## src/rtl/aes_ctl_pkg.sv

```systemverilog
package aes_ctl_pkg;
    localparam int WIX_STATUS = 0;
    localparam int WIX_KSRC   = 1;
    localparam int WIX_LOAD   = 2;
    localparam int WIX_START  = 3;
    localparam int WIX_SRST   = 4;
    localparam int WIX_KCLR   = 5;
    localparam int WIX_CFG    = 6;
    localparam int WIX_FBCTL  = 7;
    localparam int WIX_UKEY0  = 8;
    localparam int WIX_IV0    = 16;

    localparam logic [3:0] KSRC_USER = 4'd0;
    localparam logic [3:0] KSRC_DEV  = 4'd1;

    localparam int ST_BUSY  = 0;
    localparam int ST_READY = 1;
    localparam int ST_DONE  = 2;
    localparam int ST_TAG   = 3;
    localparam int ST_KLOAD = 4;
    localparam int ST_ERR   = 6;
    localparam int ST_EKZ   = 8;
    localparam int ST_UKZ   = 9;
    localparam int ST_BKZ   = 10;
    localparam int ST_OKZ   = 11;

    typedef enum logic [1:0] {
        XF_IDLE,
        XF_SEND,
        XF_FINISH,
        XF_REJECT
    } xfer_state_t;
endpackage

```

## src/rtl/aes_devkey_bank.sv

```systemverilog
module aes_devkey_bank #(
    parameter int NSLOT = 6,
    parameter int KEYW  = 256,
    parameter int SELW  = 3
) (
    input  logic            clk,
    input  logic            rst_n,
    input  logic            wr_en,
    input  logic [SELW-1:0] wr_slot,
    input  logic [KEYW-1:0] wr_key,
    input  logic            sel_en,
    input  logic [SELW-1:0] sel_code,
    output logic [KEYW-1:0] key_out
);
    logic [KEYW-1:0] slot_bus [NSLOT];
    logic [SELW-1:0] sel_q;
    logic            sel_valid_q;

    for (genvar g = 0; g < NSLOT; g++) begin : g_slot
        logic [KEYW-1:0] slot_q;
        always_ff @(posedge clk or negedge rst_n) begin
            if (!rst_n)
                slot_q <= '0;
            else if (wr_en && wr_slot == SELW'(g))
                slot_q <= wr_key;
        end
        assign slot_bus[g] = slot_q;
    end

    always_ff @(posedge clk or negedge rst_n) begin
        if (!rst_n) begin
            sel_q       <= '0;
            sel_valid_q <= 1'b0;
        end else if (sel_en) begin
            sel_q       <= sel_code;
            sel_valid_q <= (int'(sel_code) < NSLOT);
        end
    end

    always_comb begin
        key_out = '0;
        for (int i = 0; i < NSLOT; i++) begin
            if (sel_valid_q && sel_q == SELW'(i))
                key_out = slot_bus[i];
        end
    end
endmodule

```

## src/rtl/aes_key_xfer.sv

```systemverilog
module aes_key_xfer
    import aes_ctl_pkg::*;
#(
    parameter int KEY_WORDS = 8,
    parameter int DW        = 32,
    localparam int IXW      = $clog2(KEY_WORDS),
    localparam int KB       = KEY_WORDS * DW
) (
    input  logic           clk,
    input  logic           rst_n,
    input  logic           load_cmd,
    input  logic [3:0]     src,
    input  logic [KB-1:0]  user_key,
    input  logic [KB-1:0]  dev_key,
    input  logic           abort,
    input  logic           err_clr,
    input  logic           eng_ready,
    output logic           key_valid,
    output logic [IXW-1:0] key_idx,
    output logic [DW-1:0]  key_word,
    output logic           load_done,
    output logic           src_err
);
    xfer_state_t    state_q, state_d;
    logic [KB-1:0]  snap_q;
    logic [IXW-1:0] idx_q;
    logic           src_ok, accept, last;

    assign src_ok = (src == KSRC_USER) || (src == KSRC_DEV);
    assign accept = (state_q == XF_IDLE) && load_cmd && src_ok && !abort;
    assign last   = (idx_q == IXW'(KEY_WORDS - 1));

    always_comb begin
        state_d = state_q;
        unique case (state_q)
            XF_IDLE: begin
                if (load_cmd && !abort)
                    state_d = src_ok ? XF_SEND : XF_REJECT;
            end
            XF_SEND: begin
                if (abort)
                    state_d = XF_IDLE;
                else if (eng_ready && last)
                    state_d = XF_FINISH;
            end
            XF_FINISH: state_d = XF_IDLE;
            XF_REJECT: state_d = XF_IDLE;
        endcase
    end

    always_ff @(posedge clk or negedge rst_n) begin
        if (!rst_n)
            state_q <= XF_IDLE;
        else
            state_q <= state_d;
    end

    always_ff @(posedge clk or negedge rst_n) begin
        if (!rst_n) begin
            idx_q  <= '0;
            snap_q <= '0;
        end else if (accept) begin
            idx_q  <= '0;
            snap_q <= (src == KSRC_USER) ? user_key : dev_key;
        end else if (state_q == XF_SEND && eng_ready && !last) begin
            idx_q  <= idx_q + 1'b1;
        end
    end

    always_ff @(posedge clk or negedge rst_n) begin
        if (!rst_n)
            src_err <= 1'b0;
        else if (err_clr || accept)
            src_err <= 1'b0;
        else if (state_q == XF_REJECT)
            src_err <= 1'b1;
    end

    always_comb begin
        key_valid = 1'b0;
        load_done = 1'b0;
        unique case (state_q)
            XF_IDLE:   ;
            XF_SEND:   key_valid = 1'b1;
            XF_FINISH: load_done = 1'b1;
            XF_REJECT: ;
        endcase
        key_idx  = idx_q;
        key_word = snap_q[idx_q*DW +: DW];
    end
endmodule

```

## src/rtl/aes_ctl_regfile.sv

```systemverilog
module aes_ctl_regfile
    import aes_ctl_pkg::*;
#(
    parameter int AW        = 8,
    parameter int DW        = 32,
    parameter int KEY_WORDS = 8,
    parameter int IV_WORDS  = 4,
    localparam int IXW      = AW - 2,
    localparam int KB       = KEY_WORDS * DW,
    localparam int IVB      = IV_WORDS * DW
) (
    input  logic           clk,
    input  logic           rst_n,
    input  logic           wr_en,
    input  logic           rd_en,
    input  logic [AW-1:0]  addr,
    input  logic [DW-1:0]  wdata,
    output logic [DW-1:0]  rdata,
    input  logic           in_reset,
    input  logic           fb_valid,
    input  logic [IVB-1:0] fb_iv,
    input  logic [DW-1:0]  status_word,
    output logic [3:0]     key_src,
    output logic           cfg_enc,
    output logic [KB-1:0]  user_key,
    output logic           load_cmd,
    output logic           start_cmd,
    output logic           srst_cmd,
    output logic           kzero_cmd,
    output logic           kup_zero_cmd
);
    logic [IXW-1:0] wix;
    logic           aligned, wr_ok, wdata_nz;
    logic [1:0]     fbctl_q;
    logic [DW-1:0]  iv_bus [IV_WORDS];

    assign wix      = addr[AW-1:2];
    assign aligned  = (addr[1:0] == 2'b00);
    assign wr_ok    = wr_en && aligned;
    assign wdata_nz = (wdata != '0);

    assign load_cmd     = wr_ok && wix == IXW'(WIX_LOAD)  && wdata_nz;
    assign start_cmd    = wr_ok && wix == IXW'(WIX_START) && wdata_nz;
    assign srst_cmd     = wr_ok && wix == IXW'(WIX_SRST)  && wdata_nz && !in_reset;
    assign kzero_cmd    = wr_ok && wix == IXW'(WIX_KCLR)  && wdata[0];
    assign kup_zero_cmd = wr_ok && wix == IXW'(WIX_KCLR)  && wdata[1];

    always_ff @(posedge clk or negedge rst_n) begin
        if (!rst_n) begin
            key_src <= '0;
            cfg_enc <= 1'b0;
            fbctl_q <= '0;
        end else if (srst_cmd) begin
            key_src <= '0;
            cfg_enc <= 1'b0;
            fbctl_q <= '0;
        end else if (wr_ok) begin
            if (wix == IXW'(WIX_KSRC))  key_src <= wdata[3:0];
            if (wix == IXW'(WIX_CFG))   cfg_enc <= wdata[0];
            if (wix == IXW'(WIX_FBCTL)) fbctl_q <= wdata[1:0];
        end
    end

    for (genvar g = 0; g < KEY_WORDS; g++) begin : g_ukey
        logic [DW-1:0] word_q;
        always_ff @(posedge clk or negedge rst_n) begin
            if (!rst_n)
                word_q <= '0;
            else if (srst_cmd || kup_zero_cmd)
                word_q <= '0;
            else if (wr_ok && wix == IXW'(WIX_UKEY0 + g))
                word_q <= wdata;
        end
        assign user_key[g*DW +: DW] = word_q;
    end

    for (genvar g = 0; g < IV_WORDS; g++) begin : g_iv
        logic [DW-1:0] word_q;
        always_ff @(posedge clk or negedge rst_n) begin
            if (!rst_n)
                word_q <= '0;
            else if (srst_cmd)
                word_q <= '0;
            else if (fb_valid && fbctl_q[1])
                word_q <= fb_iv[g*DW +: DW];
        end
        assign iv_bus[g] = word_q;
    end

    always_comb begin
        rdata = '0;
        if (rd_en && aligned) begin
            if (wix == IXW'(WIX_STATUS))
                rdata = status_word;
            else if (wix == IXW'(WIX_KSRC))
                rdata = DW'(key_src);
            else if (wix == IXW'(WIX_CFG))
                rdata = DW'(cfg_enc);
            else if (wix == IXW'(WIX_FBCTL))
                rdata = DW'(fbctl_q);
            for (int i = 0; i < IV_WORDS; i++) begin
                if (wix == IXW'(WIX_IV0 + i))
                    rdata = iv_bus[i];
            end
        end
    end
endmodule

```

## src/rtl/aes_ctl_regs.sv

```systemverilog
module aes_ctl_regs
    import aes_ctl_pkg::*;
#(
    parameter int AW        = 8,
    parameter int DW        = 32,
    parameter int KEY_WORDS = 8,
    parameter int IV_WORDS  = 4,
    parameter int NSLOT     = 6,
    parameter int SELW      = 3,
    localparam int IXW      = $clog2(KEY_WORDS),
    localparam int KB       = KEY_WORDS * DW,
    localparam int IVB      = IV_WORDS * DW
) (
    input  logic            clk,
    input  logic            rst_n,
    input  logic            bus_wr,
    input  logic            bus_rd,
    input  logic [AW-1:0]   bus_addr,
    input  logic [DW-1:0]   bus_wdata,
    output logic [DW-1:0]   bus_rdata,
    input  logic            eng_busy,
    input  logic            eng_done,
    input  logic            eng_ready,
    input  logic            eng_tag_pass,
    input  logic            eng_key_zeroed,
    output logic            eng_key_valid,
    output logic [IXW-1:0]  eng_key_idx,
    output logic [DW-1:0]   eng_key_word,
    output logic            eng_start,
    output logic            eng_encrypt,
    output logic            eng_key_zero,
    output logic            eng_reset,
    input  logic            fb_valid,
    input  logic [IVB-1:0]  fb_iv,
    input  logic            dk_wr,
    input  logic [SELW-1:0] dk_wr_slot,
    input  logic [KB-1:0]   dk_wr_key,
    input  logic            dk_sel_wr,
    input  logic [SELW-1:0] dk_sel_code,
    output logic            key_src_err
);
    logic [3:0]    key_src;
    logic          cfg_enc;
    logic [KB-1:0] user_key, dev_key;
    logic          load_cmd, start_cmd, srst_cmd, kzero_cmd, kup_zero_cmd;
    logic          load_done, key_loaded;
    logic [DW-1:0] status_word;

    always_comb begin
        status_word           = '0;
        status_word[ST_BUSY]  = eng_busy;
        status_word[ST_READY] = eng_ready;
        status_word[ST_DONE]  = eng_done;
        status_word[ST_TAG]   = eng_tag_pass;
        status_word[ST_KLOAD] = key_loaded;
        status_word[ST_ERR]   = key_src_err;
        status_word[ST_EKZ]   = eng_key_zeroed;
        status_word[ST_UKZ]   = (user_key == '0);
        status_word[ST_BKZ]   = 1'b1;
        status_word[ST_OKZ]   = 1'b1;
    end

    aes_ctl_regfile #(
        .AW(AW), .DW(DW), .KEY_WORDS(KEY_WORDS), .IV_WORDS(IV_WORDS)
    ) i_regfile (
        .clk          (clk),
        .rst_n        (rst_n),
        .wr_en        (bus_wr),
        .rd_en        (bus_rd),
        .addr         (bus_addr),
        .wdata        (bus_wdata),
        .rdata        (bus_rdata),
        .in_reset     (eng_reset),
        .fb_valid     (fb_valid),
        .fb_iv        (fb_iv),
        .status_word  (status_word),
        .key_src      (key_src),
        .cfg_enc      (cfg_enc),
        .user_key     (user_key),
        .load_cmd     (load_cmd),
        .start_cmd    (start_cmd),
        .srst_cmd     (srst_cmd),
        .kzero_cmd    (kzero_cmd),
        .kup_zero_cmd (kup_zero_cmd)
    );

    aes_devkey_bank #(
        .NSLOT(NSLOT), .KEYW(KB), .SELW(SELW)
    ) i_devkeys (
        .clk      (clk),
        .rst_n    (rst_n),
        .wr_en    (dk_wr),
        .wr_slot  (dk_wr_slot),
        .wr_key   (dk_wr_key),
        .sel_en   (dk_sel_wr),
        .sel_code (dk_sel_code),
        .key_out  (dev_key)
    );

    aes_key_xfer #(
        .KEY_WORDS(KEY_WORDS), .DW(DW)
    ) i_xfer (
        .clk       (clk),
        .rst_n     (rst_n),
        .load_cmd  (load_cmd),
        .src       (key_src),
        .user_key  (user_key),
        .dev_key   (dev_key),
        .abort     (srst_cmd | kzero_cmd),
        .err_clr   (srst_cmd),
        .eng_ready (eng_ready),
        .key_valid (eng_key_valid),
        .key_idx   (eng_key_idx),
        .key_word  (eng_key_word),
        .load_done (load_done),
        .src_err   (key_src_err)
    );

    always_ff @(posedge clk or negedge rst_n) begin
        if (!rst_n) begin
            eng_start    <= 1'b0;
            eng_encrypt  <= 1'b0;
            eng_key_zero <= 1'b0;
            eng_reset    <= 1'b0;
        end else begin
            eng_start    <= start_cmd;
            eng_key_zero <= kzero_cmd;
            eng_reset    <= srst_cmd;
            if (start_cmd)
                eng_encrypt <= cfg_enc;
        end
    end

    always_ff @(posedge clk or negedge rst_n) begin
        if (!rst_n)
            key_loaded <= 1'b0;
        else if (srst_cmd || kzero_cmd)
            key_loaded <= 1'b0;
        else if (load_done)
            key_loaded <= 1'b1;
    end
endmodule

```

## config.mk

```make
export PLATFORM = sky130hd
export DESIGN_NAME = aes_ctl_regs
export DESIGN_NICKNAME = d
export VERILOG_FILES = /design/src/rtl/aes_ctl_pkg.sv /design/src/rtl/aes_devkey_bank.sv /design/src/rtl/aes_key_xfer.sv /design/src/rtl/aes_ctl_regfile.sv /design/src/rtl/aes_ctl_regs.sv
export SDC_FILE = /design/constraint.sdc
export NUM_CORES = 2
export LEC_CHECK = 0
export ABC_AREA = 1
export BUFFER_PORTS_ARGS = -buffer_cell sky130_fd_sc_hd__buf_2
export CORE_MARGIN = 5
export CORE_UTILIZATION = 50
export DETAILED_ROUTE_END_ITERATION = 6
export GPL_TIMING_DRIVEN = 1
export PLACE_DENSITY = 0.67
export SKIP_LAST_GASP = 1
export SLEW_MARGIN = 5
export SYNTH_ARGS = -nofsm -noshare
export SYNTH_HDL_FRONTEND = slang
export SYNTH_SLANG_ARGS = --single-unit
```

## constraint.sdc

```tcl
create_clock -name clk -period 3.5 [get_ports clk]
set_clock_uncertainty 0.1 [all_clocks]
set_input_delay 0.175 -clock clk [delete_from_list [all_inputs] [get_ports clk]]
set_output_delay 0.175 -clock clk [all_outputs]
set_load 0.02 [all_outputs]
```

[Yosys cells after proc, flatten, opt, wreduce, memory -nomap -nowiden]
Index checks and enable logic that the tools add are counted.
Storage, ports and cells
  register bits: 2198
  memory bits (read-only): 0
  output and inout bits: 73
  bits of input ports: 442
  memories kept: 0
  latch bits: 0
  RAM bits: 0
  logic and storage cells: 210
Cells by class
  $lt $le $gt $ge: 1
  multiply operators: 0
  bitwise gates (word level): 1
  shift operators: 1
  equal/unequal tests: 36
  mux-type cells: 62
  div/mod/pow operators: 0
  $add $sub $neg: 1
  reduce and logical (&&, ||, !) cells: 76
Operators with widths (count)
  2-to-1 mux 256 bit: 7
  2-to-1 mux 32 bit: 32
  zero test 256 bit: 1
  variable part select 256 x 9 -> 32 bit: 1
  == test 6 x 4 -> 1 bit, second input constant: 8
  logical AND 1 bit: 40
  nonzero test 2 bit: 16
  nonzero test 32 bit: 1
  == test 6 x 3 -> 1 bit, second input constant: 4
  == test 6 x 5 -> 1 bit, second input constant: 4
  2-to-1 mux 2 bit: 8
  == test 3 bit, second input constant: 5
  == test 3 x 2 -> 1 bit, second input constant: 4
  == test 6 x 2 -> 1 bit, second input constant: 2
  2-to-1 mux 4 bit: 3
  2-to-1 mux 1 bit: 9
  AND reduction 2 bit: 4
  == test 3 x 1 -> 1 bit, second input constant: 2
  == test 6 x 1 -> 1 bit, second input constant: 1
  zero test 3 bit: 2
  zero test 6 bit: 1
  2-to-1 mux 3 bit: 2
  one-hot mux 2 bit (3 select lines): 1
  == test 2 bit, second input constant: 2
  other kinds (12): 18

[Logic depth before layout (Yosys ltp)]
  depth in word-level cells: 10
  mapped depth: 13
  depth with buffers taken out: 11

[Cells and area by module]
A second synthesis with hierarchy kept.
Second synthesis, totals
  cells, all modules: 13251
  area, all modules: 103097.6 sq um
By module, submodules not included
  aes_devkey_bank: cells an instance 8008, instances 1, area an instance 65794.4 sq um
  aes_ctl_regfile: cells an instance 2167, instances 1, area an instance 19264.7 sq um
  aes_key_xfer: cells an instance 2832, instances 1, area an instance 16908.7 sq um
  aes_ctl_regs: cells an instance 244, instances 1, area an instance 1129.8 sq um

[Worst setup path after synthesis]
No wires, ideal clock.
  kind: reg2out
  from: register i_xfer.idx_q[0], in the netlist i_xfer.key_idx[0]
  to: output port eng_key_word[16]
  path slack: 1.297 ns
  cell stages (with the launch flop): 8
  buffers on the path: 3
  arrival: 1.928 ns
  data required time: 3.225 ns
  cells stage by stage: dfrtp_1 -> clkbuf_1 -> clkbuf_1 -> clkbuf_1 -> nor2_1 -> o22ai_1 -> nor2_1 -> a31oi_1
On the way
  longest elaborated chain between the ends: 1
RTL lines
  start: declaration: RTL line aes_key_xfer.sv:26  | logic [IXW-1:0] idx_q;
  start signal: assignment: RTL line aes_key_xfer.sv:66  | idx_q <= idx_q + 1'b1;
  variable part select 256 x 9 -> 32 bit: RTL line aes_key_xfer.sv:89  | key_word = snap_q[idx_q*DW +: DW];
  end: declaration: RTL line aes_ctl_regs.sv:28  | output logic [DW-1:0] eng_key_word,
No other way between the ends.

[Worst setup path in the final report]
  from: register i_xfer.idx_q[0], in the netlist i_xfer.key_idx[0]
  to: output port eng_key_word[23]
The elaborated chain is that of the path after synthesis.

==> results.json <==
{
  "tritoncts": "built",
  "outcome": "complete, but fails checks",
  "critPathMaxFanout": 29,
  "finalCritPeriodShare": 1.02,
  "overflow": 0,
  "wl_mm": 355,
  "drtAntennaViolNets": 0,
  "final_common_cell": "nand2_1",
  "reg2reg_slack_ns": 0.28,
  "clock-sinks": 2198,
  "violations": "design-rule violations, negative setup slack",
  "yosysTopAreaCell": "dfrtp_1",
  "power_density_nw_per_um2": 560,
  "rows": 162,
  "syn_nets": 12100,
  "fin_crit_ns": 3.58,
  "die_area_um2": 204000,
  "cp_slowest_cell": "dfrtp_4",
  "synth_area_um2": 97500,
  "ys_seq_area_frac": 0.564,
  "synth_edf_count": 0,
  "reg2reg_depth": 9,
  "place_area_um2": 103000,
  "cts_buffer_depth": 3,
  "max_slew.worst_pin.slew_ns": 1.33,
  "critPathMostFrequentCell": "nor2_1",
  "yosys.cell_types.count": 39,
  "post_cts_buffers": 0,
  "setup_violations": 4,
  "power.total_mw": 65.5,
  "worst_setup_path_end_kind": "primary output",
  "final_util": 0.602,
  "worstSetupPathType": "flop to primary output",
  "dieHeight_um": 452,
  "arrival_ns": 3.31,
  "worstReg2RegEnd": "i_xfer.state_q[1]",
  "nets": 12900,
  "routed_via_density": 5.86,
  "drtIter0Drc": 11600,
  "worst_skew_pair.late_latency_ns": 0.87,
  "core_um2": 194000,
  "start_util": 0.502,
  "maxSlewViolCount": 0,
  "grt_pass1_wl_mm": 538,
  "hold-path-cell-count": 4,
  "drc": 10,
  "final_cell_mix": "3,911 x nand2_1, 2,195 x dfrtp_1, 1,861 x o21ai_0",
  "vias": 88900,
  "crit_required_ns": 3.22,
  "start_kind": "flop",
  "r2r_start": "i_xfer.key_idx[0]",
  "crit_family": "compound AO/OA/AOI/OAI gates",
  "synthArstFlopShare": 1.00,
  "place_ws_ns": 0.519,
  "fmax_ghz": 0.279,
  "irDropWorstVdd_v": 0.000483,
  "path_cells": "clkinv_4 -> buf_4 -> nor2_1 -> o22ai_1 -> nor2_1 -> a31oi_2 -> buf_2",
  "h-tree-depth": 4,
  "slew_headroom": 0.113,
  "grt_pass1_vias": 85400,
  "drv_cap": 0,
  "clockRootBuffer": "clkbuf_16",
  "syn2layout_area_growth_pct": 20.0,
  "io_pins": 515,
  "crit_buf_inv": 3,
  "holdPathEnd": "i_regfile.g_iv[2].word_q[18]",
  "numCtsBuffers": 224,
  "synth_top_area_share": 0.564,
  "fin_ws_ns": -0.0844,
  "hold_viol": 0,
  "synth_cells": 11700,
  "clk_pin_slew_ns": 0.06,
  "ys_ff_latch": 2198,
  "grt.total_usage": 0.343,
  "p_leak_nw": 56.5,
  "die_w_um": 452,
  "synthFlopType": "dfrtp_1",
  "gp_congestion": 0.981,
  "rsz0062_at_grt": "no",
  "dpl.hpwl_mm": 227,
  "design_area_um2": 117000,
  "hold_start": "fb_iv[82]",
  "grt_max_degree": 192,
  "yosysWarnings": 0,
  "dr.pass1.iters": 7,
  "netlist_top_cells_area": "dfrtp_1 56%, nand2_1 15%, o21ai_0 9.6%",
  "wl_per_cell_um": 23.4,
  "hold_path_class": "primary input to flop",
  "synth_area_per_cell_um2": 8.36,
  "io_buffers": 514,
  "antenna_found_initial": 20,
  "slowest_delay_ns": 0.53,
  "layout-drive-gt1-share": 0.106
}
[report_power, final]
group          switching, mW  leakage, nW  internal (mW)  total, mW
Sequential              2.23         28.4           29.3       31.5
Combinational           5.57         24.3           3.19       8.76
Clock                   10.4         3.84           14.8       25.3
Total                   18.2         56.5           47.3       65.5
[per-layer routing]
| metal | vias up | GRT usage | part of all wire |
|---|---|---|---|
| li1 | 39900 | - | - |
| met4 | 8 | 0.188 | 0.065 |
| met2 | 4729 | 0.514 | 0.44 |
| met1 | 43100 | 0.466 | 0.40 |
| met3 | 1082 | 0.0747 | 0.095 |
| met5 | - | 0 | 0.00028 |
[worst max-delay path by stage]
stage	startpoint	to	cells past startpoint
after detailed placement	bus_wdata[8]	i_regfile.g_iv[3].word_q[5]	12
after floorplan	i_xfer.key_idx[0]	eng_key_word[16]	7
after global routing	i_xfer.key_idx[0]	eng_key_word[9]	8
after CTS	i_xfer.key_idx[0]	eng_key_word[14]	7
final	i_xfer.key_idx[0]	eng_key_word[23]	7
after global placement	i_regfile.g_ukey[7].word_q[18]	bus_rdata[9]	10
[registers in the layout, summed over array words and instances (netlist names)]
name,flops
i_xfer.state_q,2
i_regfile.cfg_enc,1
eng_start,1
i_regfile.fbctl_q,2
i_xfer.src_err,1
i_devkeys.sel_q,3
eng_key_zero,1
i_xfer.snap_q,256
i_xfer.key_idx,3
i_regfile.g_ukey.word_q,256
eng_reset,1
i_devkeys.sel_valid_q,1
i_regfile.g_iv.word_q,128
i_regfile.key_src,4
key_loaded,1
eng_encrypt,1
i_devkeys.g_slot.slot_q,1536
[cell usage after synthesis (22+ instances only)]
cell type,instances
a21oi_1,544
a31oi_1,57
buf_1,45
buf_2,86
buf_6,22
clkbuf_1,684
dfrtp_1,2198
inv_1,320
mux2i_1,134
nand2_1,3916
nand2_2,51
nand3_1,777
nand4_1,175
nor2_1,434
nor2_8,30
o21ai_0,1861
o21ai_1,213
o22ai_1,34
[cell type report]
| class | count | area [um^2] |
|---|---|---|
| antenna | 15 | 37.5 |
| clock inverter | 75 | 1050 |
| clock buffer | 333 | 6710 |
| inverter | 340 | 1310 |
| sequential | 2198 | 55000 |
| tap | 2542 | 3180 |
| timing repair buffer | 1386 | 11700 |
| multi-input combinational | 8275 | 38000 |
| fill | 16500 | 77400 |
[worst reg2reg max path, stage by stage (launching register included)]
cell and delay [ns]:
dfrtp_4 0.53, bufbuf_16 0.38, ha_1 0.33, ha_1 0.29, nand2_1 0.11, nand4_1 0.09, dlygate4sd3_1 0.61, nand2_1 0.07
a21oi_1 0.04, dlygate4sd3_1 0.55
[what timing repair did]
item | CTS | global route
endpoints found under the hold margin | 3834 | 0
gates cloned | 1 | 0
hold buffers | 588 | 0
pin swaps | 0 | 0
endpoints found under the setup margin | 21 | 8
gates resized for setup | 27 | 5
[cell families (layout without fill, tap and decap cells)]
family | after synthesis | in the layout | synth area share
simple gates | 5416 | 5416 | 0.231
compound gates | 2721 | 2721 | 0.141
flops | 2198 | 2198 | 0.564
buf+inv | 1189 | 2134 | 0.0496
mux | 136 | 136 | 0.0140
fa+ha+maj | 2 | 2 | 0.000257
other cells | 0 | 15 | 0
[stage by stage]
| stage | setup TNS (ns) | instances | hold slack, ns |
|---|---|---|---|
| CTS | 0 | 15100 | 0.000684 |
| detailed placement | 0 | 14200 | 0.00166 |
| finish | -0.158 | 15200 | 0.0656 |
| floorplan | 0 | 11700 | -0.221 |
| global placement | 0 | 14200 | -0.00966 |
| global route | 0 | 15200 | 0.0412 |
(Power assumes the default switching activity.)
